$ cat src/rtl/bbi2c_pkg.sv
package bbi2c_pkg;
  localparam int unsigned ADDR_W   = 12;
  localparam int unsigned DATA_W   = 32;
  localparam int unsigned PIN_N    = 2;
  localparam int unsigned PIN_SCL  = 0;
  localparam int unsigned PIN_SDA  = 1;
  localparam logic [ADDR_W-1:0] OFS_SET = 12'h000;
  localparam logic [ADDR_W-1:0] OFS_CLR = 12'h004;
  localparam logic [ADDR_W-1:0] OFS_STS = 12'h000;

  typedef enum logic [1:0] {
    OP_NONE = 2'd0,
    OP_SET  = 2'd1,
    OP_CLR  = 2'd2
  } latch_op_e;
endpackage

$ cat src/rtl/bbi2c_addr_dec.sv
module bbi2c_addr_dec
  import bbi2c_pkg::*;
(
  input  logic              sel_i,
  input  logic              wr_en_i,
  input  logic [ADDR_W-1:0] addr_i,
  output latch_op_e         op_o,
  output logic              rd_sts_o,
  output logic              rd_bad_o
);
  always_comb begin
    op_o     = OP_NONE;
    rd_sts_o = 1'b0;
    rd_bad_o = 1'b0;
    if (sel_i && wr_en_i) begin
      if (addr_i == OFS_SET)      op_o = OP_SET;
      else if (addr_i == OFS_CLR) op_o = OP_CLR;
    end else if (sel_i) begin
      if (addr_i == OFS_STS) rd_sts_o = 1'b1;
      else                   rd_bad_o = 1'b1;
    end
  end
endmodule

$ cat src/rtl/bbi2c_pin_latch.sv
module bbi2c_pin_latch
  import bbi2c_pkg::*;
#(
  parameter int unsigned N = PIN_N
) (
  input  logic         clk_i,
  input  logic         rst_ni,
  input  latch_op_e    op_i,
  input  logic [N-1:0] bits_i,
  output logic [N-1:0] latch_o
);
  logic [N-1:0] latch_q;

  always_ff @(posedge clk_i or negedge rst_ni) begin
    if (!rst_ni) latch_q <= '1;
    else begin
      unique case (op_i)
        OP_SET:  latch_q <= latch_q | bits_i;
        OP_CLR:  latch_q <= latch_q & ~bits_i;
        default: latch_q <= latch_q;
      endcase
    end
  end
  assign latch_o = latch_q;

  assert_set_or_R2: assert property (@(posedge clk_i) disable iff (!rst_ni)
    (op_i == OP_SET) |=> (latch_q == ($past(latch_q) | $past(bits_i))));
  assert_clr_mask_R3: assert property (@(posedge clk_i) disable iff (!rst_ni)
    (op_i == OP_CLR) |=> (latch_q == ($past(latch_q) & ~$past(bits_i))));
  assert_idle_hold_R8: assert property (@(posedge clk_i) disable iff (!rst_ni)
    (op_i == OP_NONE) |=> $stable(latch_q));
endmodule

$ cat src/rtl/bbi2c_sync.sv
module bbi2c_sync #(
  parameter int unsigned STAGES = 2
) (
  input  logic clk_i,
  input  logic rst_ni,
  input  logic din_i,
  output logic dout_o,
  output logic settled_o
);
  localparam int unsigned CW = $clog2(STAGES + 1);
  logic [STAGES-1:0] stage_q;
  logic [CW-1:0]     cnt_q;

  always_ff @(posedge clk_i or negedge rst_ni) begin
    if (!rst_ni) stage_q[0] <= 1'b0;
    else         stage_q[0] <= din_i;
  end

  generate
    for (genvar g = 1; g < STAGES; g++) begin : g_stage
      always_ff @(posedge clk_i or negedge rst_ni) begin
        if (!rst_ni) stage_q[g] <= 1'b0;
        else         stage_q[g] <= stage_q[g-1];
      end
    end
  endgenerate

  always_ff @(posedge clk_i or negedge rst_ni) begin
    if (!rst_ni)                       cnt_q <= '0;
    else if (cnt_q != CW'(STAGES))     cnt_q <= cnt_q + 1'b1;
  end

  assign dout_o    = stage_q[STAGES-1];
  assign settled_o = (cnt_q == CW'(STAGES));

  generate
    if (STAGES == 2) begin : g_chk
      assert_sync_delay_R6: assert property (@(posedge clk_i) disable iff (!rst_ni)
        settled_o |-> (dout_o == $past(din_i, 2)));
    end
  endgenerate
  assert_settle_mono_R1: assert property (@(posedge clk_i) disable iff (!rst_ni)
    settled_o |=> settled_o);
endmodule

$ cat src/rtl/bbi2c_rd_mux.sv
module bbi2c_rd_mux
  import bbi2c_pkg::*;
(
  input  logic              rd_sts_i,
  input  logic              rd_bad_i,
  input  logic              settled_i,
  input  logic              scl_bit_i,
  input  logic              sda_sense_i,
  output logic [DATA_W-1:0] rdata_o
);
  always_comb begin
    rdata_o = '0;
    if (rd_bad_i)
      rdata_o = '1;
    else if (rd_sts_i && settled_i) begin
      rdata_o[PIN_SCL] = scl_bit_i;
      rdata_o[PIN_SDA] = sda_sense_i;
    end
  end
endmodule

$ cat src/rtl/bbi2c_pin_reg.sv
module bbi2c_pin_reg
  import bbi2c_pkg::*;
#(
  parameter int unsigned SYNC_STAGES = 2
) (
  input  logic              clk_i,
  input  logic              rst_ni,
  input  logic              sel_i,
  input  logic              wr_en_i,
  input  logic [ADDR_W-1:0] addr_i,
  input  logic [DATA_W-1:0] wdata_i,
  output logic [DATA_W-1:0] rdata_o,
  input  logic              sda_i,
  output logic              scl_oe_o,
  output logic              sda_oe_o
);
  latch_op_e         op;
  logic              rd_sts, rd_bad, settled, sda_sense;
  logic [PIN_N-1:0]  latch;

  bbi2c_addr_dec u_dec (
    .sel_i   (sel_i),
    .wr_en_i (wr_en_i),
    .addr_i  (addr_i),
    .op_o    (op),
    .rd_sts_o(rd_sts),
    .rd_bad_o(rd_bad)
  );

  bbi2c_pin_latch #(.N(PIN_N)) u_latch (
    .clk_i  (clk_i),
    .rst_ni (rst_ni),
    .op_i   (op),
    .bits_i (wdata_i[PIN_N-1:0]),
    .latch_o(latch)
  );

  bbi2c_sync #(.STAGES(SYNC_STAGES)) u_sync (
    .clk_i    (clk_i),
    .rst_ni   (rst_ni),
    .din_i    (sda_i),
    .dout_o   (sda_sense),
    .settled_o(settled)
  );

  bbi2c_rd_mux u_rd (
    .rd_sts_i   (rd_sts),
    .rd_bad_i   (rd_bad),
    .settled_i  (settled),
    .scl_bit_i  (latch[PIN_SCL]),
    .sda_sense_i(sda_sense),
    .rdata_o    (rdata_o)
  );

  assign scl_oe_o = ~latch[PIN_SCL];
  assign sda_oe_o = ~latch[PIN_SDA];

  assert_sts_scl_R5: assert property (@(posedge clk_i) disable iff (!rst_ni)
    (sel_i && !wr_en_i && addr_i == OFS_STS && settled) |-> (rdata_o[0] == !scl_oe_o));
  assert_sts_high_zero_R5: assert property (@(posedge clk_i) disable iff (!rst_ni)
    (sel_i && !wr_en_i && addr_i == OFS_STS) |-> (rdata_o[DATA_W-1:2] == '0));
  assert_bad_ones_R7: assert property (@(posedge clk_i) disable iff (!rst_ni)
    (sel_i && !wr_en_i && addr_i != OFS_STS) |-> (&rdata_o));
  assert_read_hold_R7: assert property (@(posedge clk_i) disable iff (!rst_ni)
    (sel_i && !wr_en_i) |=> ($stable(scl_oe_o) && $stable(sda_oe_o)));
  assert_bad_wr_hold_R8: assert property (@(posedge clk_i) disable iff (!rst_ni)
    (sel_i && wr_en_i && addr_i != OFS_SET && addr_i != OFS_CLR)
      |=> ($stable(scl_oe_o) && $stable(sda_oe_o)));
  assert_high_bits_R3: assert property (@(posedge clk_i) disable iff (!rst_ni)
    (sel_i && wr_en_i && wdata_i[1:0] == 2'b00 && (|wdata_i))
      |=> ($stable(scl_oe_o) && $stable(sda_oe_o)));
  assert_unsettled_zero_R1: assert property (@(posedge clk_i) disable iff (!rst_ni)
    (!settled && sel_i && !wr_en_i && addr_i == OFS_STS) |-> (rdata_o == '0));
endmodule

$ cat config.mk
export PLATFORM = sky130hd
export DESIGN_NAME = bbi2c_pin_reg
export DESIGN_NICKNAME = d
export VERILOG_FILES = /design/src/rtl/bbi2c_pkg.sv /design/src/rtl/bbi2c_addr_dec.sv /design/src/rtl/bbi2c_pin_latch.sv /design/src/rtl/bbi2c_sync.sv /design/src/rtl/bbi2c_rd_mux.sv /design/src/rtl/bbi2c_pin_reg.sv
export SDC_FILE = /design/constraint.sdc
export NUM_CORES = 1
export LEC_CHECK = 0
export ABC_CLOCK_PERIOD_IN_PS = 2100
export BUFFER_PORTS_ARGS = -buffer_cell sky130_fd_sc_hd__buf_4
export CELL_PAD_IN_SITES_DETAIL_PLACEMENT = 1
export CELL_PAD_IN_SITES_GLOBAL_PLACEMENT = 1
export CORE_ASPECT_RATIO = 0.7
export CORE_MARGIN = 2
export CORE_UTILIZATION = 17
export DETAILED_ROUTE_END_ITERATION = 8
export MAX_ROUTING_LAYER = met4
export PLACE_DENSITY_LB_ADDON = 0.1
export SYNTH_ARGS = -nofsm -noshare
export SYNTH_HDL_FRONTEND = slang
export SYNTH_SLANG_ARGS = --single-unit
$ cat constraint.sdc
create_clock -name clk_i -period 2.1 [get_ports clk_i]
set_clock_uncertainty 0.15 [all_clocks]
set_input_delay 0.105 -clock clk_i [delete_from_list [all_inputs] [get_ports clk_i]]
set_output_delay 0.105 -clock clk_i [all_outputs]
set_load 0.05 [all_outputs]
# == Yosys cells after proc, flatten, opt, wreduce, memory -nomap -nowiden ==
# Cells that the tools add are included.
# totals
register_bits,6
output_inout_bits,34
n_memories,0
latch_bits,0
romBits,0
elab_cells,32
ram_bits,0
# classes
reduce_logical,4
n_mul,0
eq_ne,5
bitwise,5
div,0
n_addsub,1
magnitude_cmp,0
mux,13
shift,0
# ops
cell,n
2-to-1 mux 30 bit,1
== test 12 x 3 -> 1 bit (second input constant),1
logical NOT 12 bit,1
2-to-1 mux 2 bit,5
2-to-1 mux 1 bit,6
== test 2 bit (second input constant),2
one-hot mux 2 bit (2 select lines),1
adder 2 x 1 -> 2 bit (second input constant),1
bitwise AND 2 bit,1
== test 2 x 1 -> 1 bit (second input constant),1
logical AND 1 bit,2
!= test 2 bit (second input constant),1
NOT 1 bit,2
NOT 2 bit,1
bitwise OR 2 bit,1
nonzero test 2 bit,1

# == Logic depth before layout (Yosys ltp) ==
# Gate-level depths: netlist of run 1.
# logic_depth
depth_word,7
mapped_depth,7
depth_no_buf,7

# == Cells and area by module ==
# Synthesis of run 1 repeated with hierarchy kept, for this count alone.
# unflattened
cells_unflattened,65
area_unflattened_um2,593.1
# modules_own_cells
module,n_inst,area_per_inst_um2,cells_each,seq_area_each_um2
bbi2c_rd_mux,1,242.7,32,0.0
bbi2c_sync,1,146.4,10,100.1
bbi2c_pin_latch,1,116.4,10,52.6
bbi2c_addr_dec,1,80.1,11,0.0
bbi2c_pin_reg,1,7.5,2,0.0

# == Worst setup path before layout of run 1 ==
# OpenSTA, ideal clock, no wires.
# synth_timing
path_type,input to register
start,input port addr_i[7]
end,register (tool-made name)
required_ns,1.871
slack_ns,0.123
setup_time_ns,0.079
stages,5
arrival_time_ns,1.748
path_cell_list,or4_4 > or4_1 > ha_1 > nand2b_1 > o21ai_0
# synth_rtl
element,line_no,rtl
from (decl),bbi2c_pin_reg.sv:10,"input logic [ADDR_W-1:0] addr_i,"

# == Final worst setup path of run 1 ==
# layout_timing
start,input port addr_i[7]
end,output port rdata_o[8]
# layout_between
elab_chain_cells,5
# layout_lines
element,line_no,rtl
logical NOT 12 bit,bbi2c_addr_dec.sv:19,if (addr_i == OFS_STS) rd_sts_o = 1'b1;
2-to-1 mux 1 bit,bbi2c_addr_dec.sv:19,
2-to-1 mux 1 bit,bbi2c_addr_dec.sv:18,end else if (sel_i) begin
2-to-1 mux 1 bit,bbi2c_addr_dec.sv:15,if (sel_i && wr_en_i) begin
2-to-1 mux 30 bit,bbi2c_rd_mux.sv:13,if (rd_bad_i)
to (decl),bbi2c_pin_reg.sv:12,"output logic [DATA_W-1:0] rdata_o,"
# Every way passes these cells.

==> results of run 1 <==
==> cell type report <==
class,count,area share
timing repair buffer,59,0.518
multi-input combinational,25,0.187
sequential,6,0.176
tap,38,0.0547
clock buffer,3,0.0475
inverter,4,0.0173
==> cells by family (layout without fill, tap and decap cells) <==
| family | after synthesis | after routing | share of synthesized area |
|---|---|---|---|
| XOR/XNOR | 1 | 1 | 0.0158 |
| AO/OA/AOI/OAI | 6 | 6 | 0.0588 |
| adder cells (fa/ha/maj) | 2 | 2 | 0.0452 |
| flip-flops | 6 | 6 | 0.276 |
| AND/OR/NAND/NOR | 16 | 16 | 0.170 |
| buffers and inverters | 34 | 66 | 0.434 |
==> power breakdown <==
part	leakage (nW)	internal (mW)	switching, mW
logic	0.351	0.0702	0.148
clock network	0.0216	0.123	0.0474
registers	0.0666	0.119	0.000747
==> stage by stage <==
| step | setup TNS (ns) | cells | hold slack, ns |
|---|---|---|---|
| after global routing | 0 | 135 | 0.0335 |
| after global placement | -0.0573 | 129 | -0.233 |
| after CTS | 0 | 135 | 0.0120 |
| final | 0 | 135 | 0.0149 |
| after detailed placement | -0.0842 | 129 | -0.230 |
| after floorplan | 0 | 65 | -0.341 |
==> critical path, delay by kind of cell <==
family                 cells  cell delay, ns
buffers and inverters      5            0.84
and+or+nand+nor            3            0.75
==> routing by layer <==
layer  share of wire  wire length (µm)  vias up  track usage
met5               0                 0        -            -
met4           0.010                14        0       0.0377
met3           0.066                89        2       0.0174
met2            0.48               645       24        0.116
met1            0.45               602      217       0.0882
li1                -                 -      248            -
==> what timing repair did <==
action,4_1_cts,5_1_grt
setup buffers,0,0
hold endpoints to repair,8,0
hold buffers,3,0
==> synth_stat cells (all sizes together) <==
library cell / number
nand2: 5
dfrtp: 4
nor3: 3
nand4: 1
inv: 4
ha: 2
or4: 4
a21oi: 2
nand2b: 2
o31ai: 1
xnor2: 1
nor2: 1
buf: 30
dfstp: 2
o21ai: 3
==> worst max path at each step <==
| stage | startpoint | end | slack [ns] | cells after the start |
|---|---|---|---|---|
| after global routing | addr_i[7] | rdata_o[28] | 0.06 | 8 |
| after global placement | addr_i[7] | flip-flop | -0.06 | 6 |
| final | addr_i[7] | rdata_o[8] | 0.14 | 8 |
| after detailed placement | addr_i[7] | flip-flop | -0.07 | 6 |
| after floorplan | addr_i[7] | flip-flop | 0.12 | 5 |
| after CTS | addr_i[7] | rdata_o[24] | 0.12 | 8 |
==> results.md, run 1 <==
- Run status: finished, final reports clean
- Worst r2r dst: u_sync.cnt_q[1]
- Yosys top cell by area: buf_4
- Final wirelength: 1.35 mm
- PnR Total Power: about 500 µW
- Post-synthesis sequential area ratio: 0.276
- ANT nets after route: 0
- Clock-pin transition on the worst setup and hold timing paths: 0.04 ns
- Crit-path slowest cell: or4_4
- CTS tree: built
- Slew HR: 0.820
- Final Critical Period: between 1.5 and 2 ns
- Peak supply drop: 0.177 mV
- IO Count: 83
- Synth-to-layout area growth: 57.2%
- Worst slack, placed: -0.0741 ns
- Die Area: ~0.0037 mm²
- Area occupied by multi-input gates: 163 µm²
- Htree depth: 1
- Worst R2R Setup Slack: about 1.0 ns
- Commonest non-fill, non-tap cell in the layout: buf_4
- Wirelength per Cell: 10.0 µm
- Global placement routability congestion: about 0.7
- Unrepaired setup endpoints after global routing: false
- Chip width: 72.2 µm
- Initial antenna violation count: 0
- CP max stage delay: 0.53 ns
- First-pass GRT wire length: 1.99 mm
- Yosys top cell area share: 0.407
- Vias: 491
- Core area: 0.00313 mm²
- Clk buf depth: 2
- FF-to-FF path depth: 3
- Vias in the first global route: 462
- Arrival time at the worst endpoint: approximately 1.7 ns
- Setup ws final: 0.136 ns
- Largest net degree at the start of global routing: 31
- Routed vias/inst: 3.64
- Top post-synthesis cells by area: buf_4 (41%), dfrtp_1 (18%), dfstp_2 (9.5%)
- Setup CP Type: primary input to output port
- Max_cap viols: 0
- CTS sink count: 6
- Antenna cells: 0
- R2R Path Start: u_sync.cnt_q[0]
- CP dominant cell by count: buf_4
- Starting Density: 0.177
- Pwr/cell area: 584 mW/mm²
- Number of remaining DRC errors: 0
- DP HPWL: 1.15 mm
- Mapped Area: 553 µm²
- Final slew viol count: 0
- Crit path max fanout: 30
- GRT Util Overall: 0.0736
- Post-CTS resize count: 0
- Fillers: around 380
- DP Area: 798 µm²
- Post-synthesis register bit count: 6
- Drt initial violations: 12
- Worst hold path type: primary input to flip-flop
- Mean area per synthesized cell: 8.51 µm²
- Crit path cell chain: buf_4, or4_4, buf_4, nor3_1, buf_4, nor2_2, buf_4, buf_4
- Clock root buffer: clkbuf_8
- Clk_lat worst skew: between 0.2 and 0.25 ns
- Pre-Repair DR Iteration Count: 4
- Synthesized instance count: 65
- Total gr overflow: 0
- Nets: 150
- Reg area: 153 µm²
- Req. time, crit path: 1.85 ns
- FP Rows: 17
- Core Util, Final: 0.278
- Syn Nets: roughly 120
- Unique cell type count in the Yosys netlist: 16
- I/O Buffers: 52
- CP Capture Type: output port
- Final instance area: 870 µm²
- # setup viols final: 0
- Die height: just over 50 µm
- Worst hold path depth: 3
- LEAKAGE: 0.439 nW
- Hold Startpoint: wdata_i[0]
- Most frequent cells in the layout: buf_4 (56), nand2_1 (5), inv_1 (4), dfrtp_1 (4)
- Startpoint Class: primary input
- F_max: 509 MHz
- Cts bufs inserted: 3
- Slew @ Worst Pin: 0.270 ns
- Fin crit share: 0.935
- Layout cells sized above 1: 0.660
- Hold Vio Cnt, Final: 0
- Synthesis warning total: 0
No activity file was read; power rests on OpenSTA's default activity.
==> run 2, diff against run 1 <==
--- a/config.mk
+++ b/config.mk
@@ -15,6 +15,7 @@
 export DETAILED_ROUTE_END_ITERATION = 8
 export MAX_ROUTING_LAYER = met4
 export PLACE_DENSITY_LB_ADDON = 0.1
+export SETUP_SLACK_MARGIN = 0.4
 export SYNTH_ARGS = -nofsm -noshare
 export SYNTH_HDL_FRONTEND = slang
 export SYNTH_SLANG_ARGS = --single-unit
==> results.md, run 2 (same netlist as run 1, synthesis figures left out) <==
- Run status: finished, final reports clean
- Setup ws final: 0.307 ns
- Crit. Startpoint: addr_i[5]
- Setup TNS: 0 ns
- Synth-to-layout area growth: 68.3%
- FP Rows: 17
- Area occupied by multi-input gates: around 210 µm²
- Fillers: 365
- Largest net degree at the start of global routing: 31
- Chip width: 72.2 µm
- GRT Util Overall: 0.0693
- Nets: 149
- DP HPWL: 1.05 mm
- Clock-pin transition on the worst setup and hold timing paths: 0.04 ns
- Wirelength per Cell: approximately 9.4 µm
- R2R Path Start: u_sync.cnt_q[0]
- Drt initial violations: 6
- CP Capture Type: flip-flop
- Hold Vio Cnt, Final: 0
- Slew @ Worst Pin: 0.565 ns
- Peak supply drop: 0.321 mV
- Arrival time at the worst endpoint: 1.80 ns
- Final slew viol count: 0
- Startpoint Class: primary input
- Die Area: about 0.0037 mm²
- Slew HR: 0.622
- Htree depth: 1
- Die height: 51.7 µm
- Setup CP Type: primary input to flip-flop
- Pwr/cell area: 561 mW/mm²
- Number of remaining DRC errors: 0
- First-pass GRT wire length: 1.98 mm
- IO Count: 83
- Antenna cells: 0
- Total gr overflow: 0
- PnR Total Power: 522 µW
- F_max: roughly 560 MHz
- CTS sink count: 6
- Worst slack, placed: 0.0531 ns
- Routed vias/inst: about 3.8
- Pre-Repair DR Iteration Count: 3
- ANT nets after route: 0
- Final wirelength: 1.28 mm
- Clock root buffer: clkbuf_8
- Vias in the first global route: 443
- I/O Buffers: 52
- Setup Buffers After CTS: 0
- Core area: ~0.0031 mm²
- Clk_lat worst skew: between 0.2 and 0.25 ns
- Clk buf depth: 2
- Vias: 509
- Final Critical Period: ~1.8 ns
- Global placement routability congestion: 0.655
- Commonest non-fill, non-tap cell in the layout: buf_4
- # setup viols final: 0
- Initial antenna violation count: 0
- Starting Density: 0.177
- Max_cap viols: 0
- Layout cells sized above 1: 0.722
- Unrepaired setup endpoints after global routing: true
- CTS tree: built
- Fin crit share: 0.854
- Worst R2R Setup Slack: 1.00 ns
- FF-to-FF path depth: 3
- Cts bufs inserted: 3
- Worst r2r dst: u_sync.cnt_q[1]
- Req. time, crit path: 2.11 ns
- Crit path max fanout: 3
- Worst hold path type: primary input to async pin
- Reg area: about 150 µm²
- LEAKAGE: 0.457 nW
-- run 2: area by class of cell --
type	instances	share of cell area
clock buffers	4	0.0484
inverters	4	0.0161
multi-input cells	25	0.226
flip-flops and latches	6	0.164
well taps	38	0.0511
repair buffers	58	0.495
-- run 2: power breakdown --
part | internal (mW) | leakage [nW] | switching [mW]
Combinational | 0.0722 | 0.368 | 0.149
Clock | 0.131 | 0.0228 | 0.0513
Sequential | 0.119 | 0.0666 | 0.000601
-- run 2: routing by layer --
metal / up-vias / routed length (µm) / global-route usage / part of all wire
met5: - / 0 / - / 0
met1: 235 / 527 / 0.0812 / 0.41
met2: 24 / 646 / 0.124 / 0.51
met4: 0 / 11 / 0.0189 / 0.0086
li1: 248 / - / - / -
met3: 2 / 90 / 0.0116 / 0.071
-- run 2: worst min path at each step --
stage / cells past startpoint / to
floorplan: 0 / u_sync.cnt_q[0]
global placement: 1 / u_sync.stage_q[0]
detailed placement: 1 / u_sync.stage_q[0]
CTS: 2 / u_sync.stage_q[0]
global route: 2 / u_sync.stage_q[0]
finish: 2 / u_sync.stage_q[0]
-- run 2: repair_timing --
action / in CTS / in global routing
hold endpoints to repair: 9 / 0
hold buffers: 4 / 0
pin swaps: 3 / 3
gates resized for setup: 4 / 4
setup endpoints to repair: 34 / 34
-- run 2: stage by stage --
step	utilization	hold slack [ns]	cell area, µm²	std cells
2_1_floorplan	-	-0.341	587	65
3_3_place_gp	0.261	-0.236	815	127
3_5_place_dp	0.261	-0.234	815	127
4_1_cts	0.293	0.0707	917	135
5_1_grt	0.298	0.0815	931	135
6_report	0.298	0.0798	931	135
-- run 2: worst max-delay path, cell delays in order --
cell	delay, ns
buf_6	0.09
or4_4	0.55
or4_4	0.55
ha_4	0.29
nand2b_4	0.12
nand2_2	0.05
o21ai_2	0.04
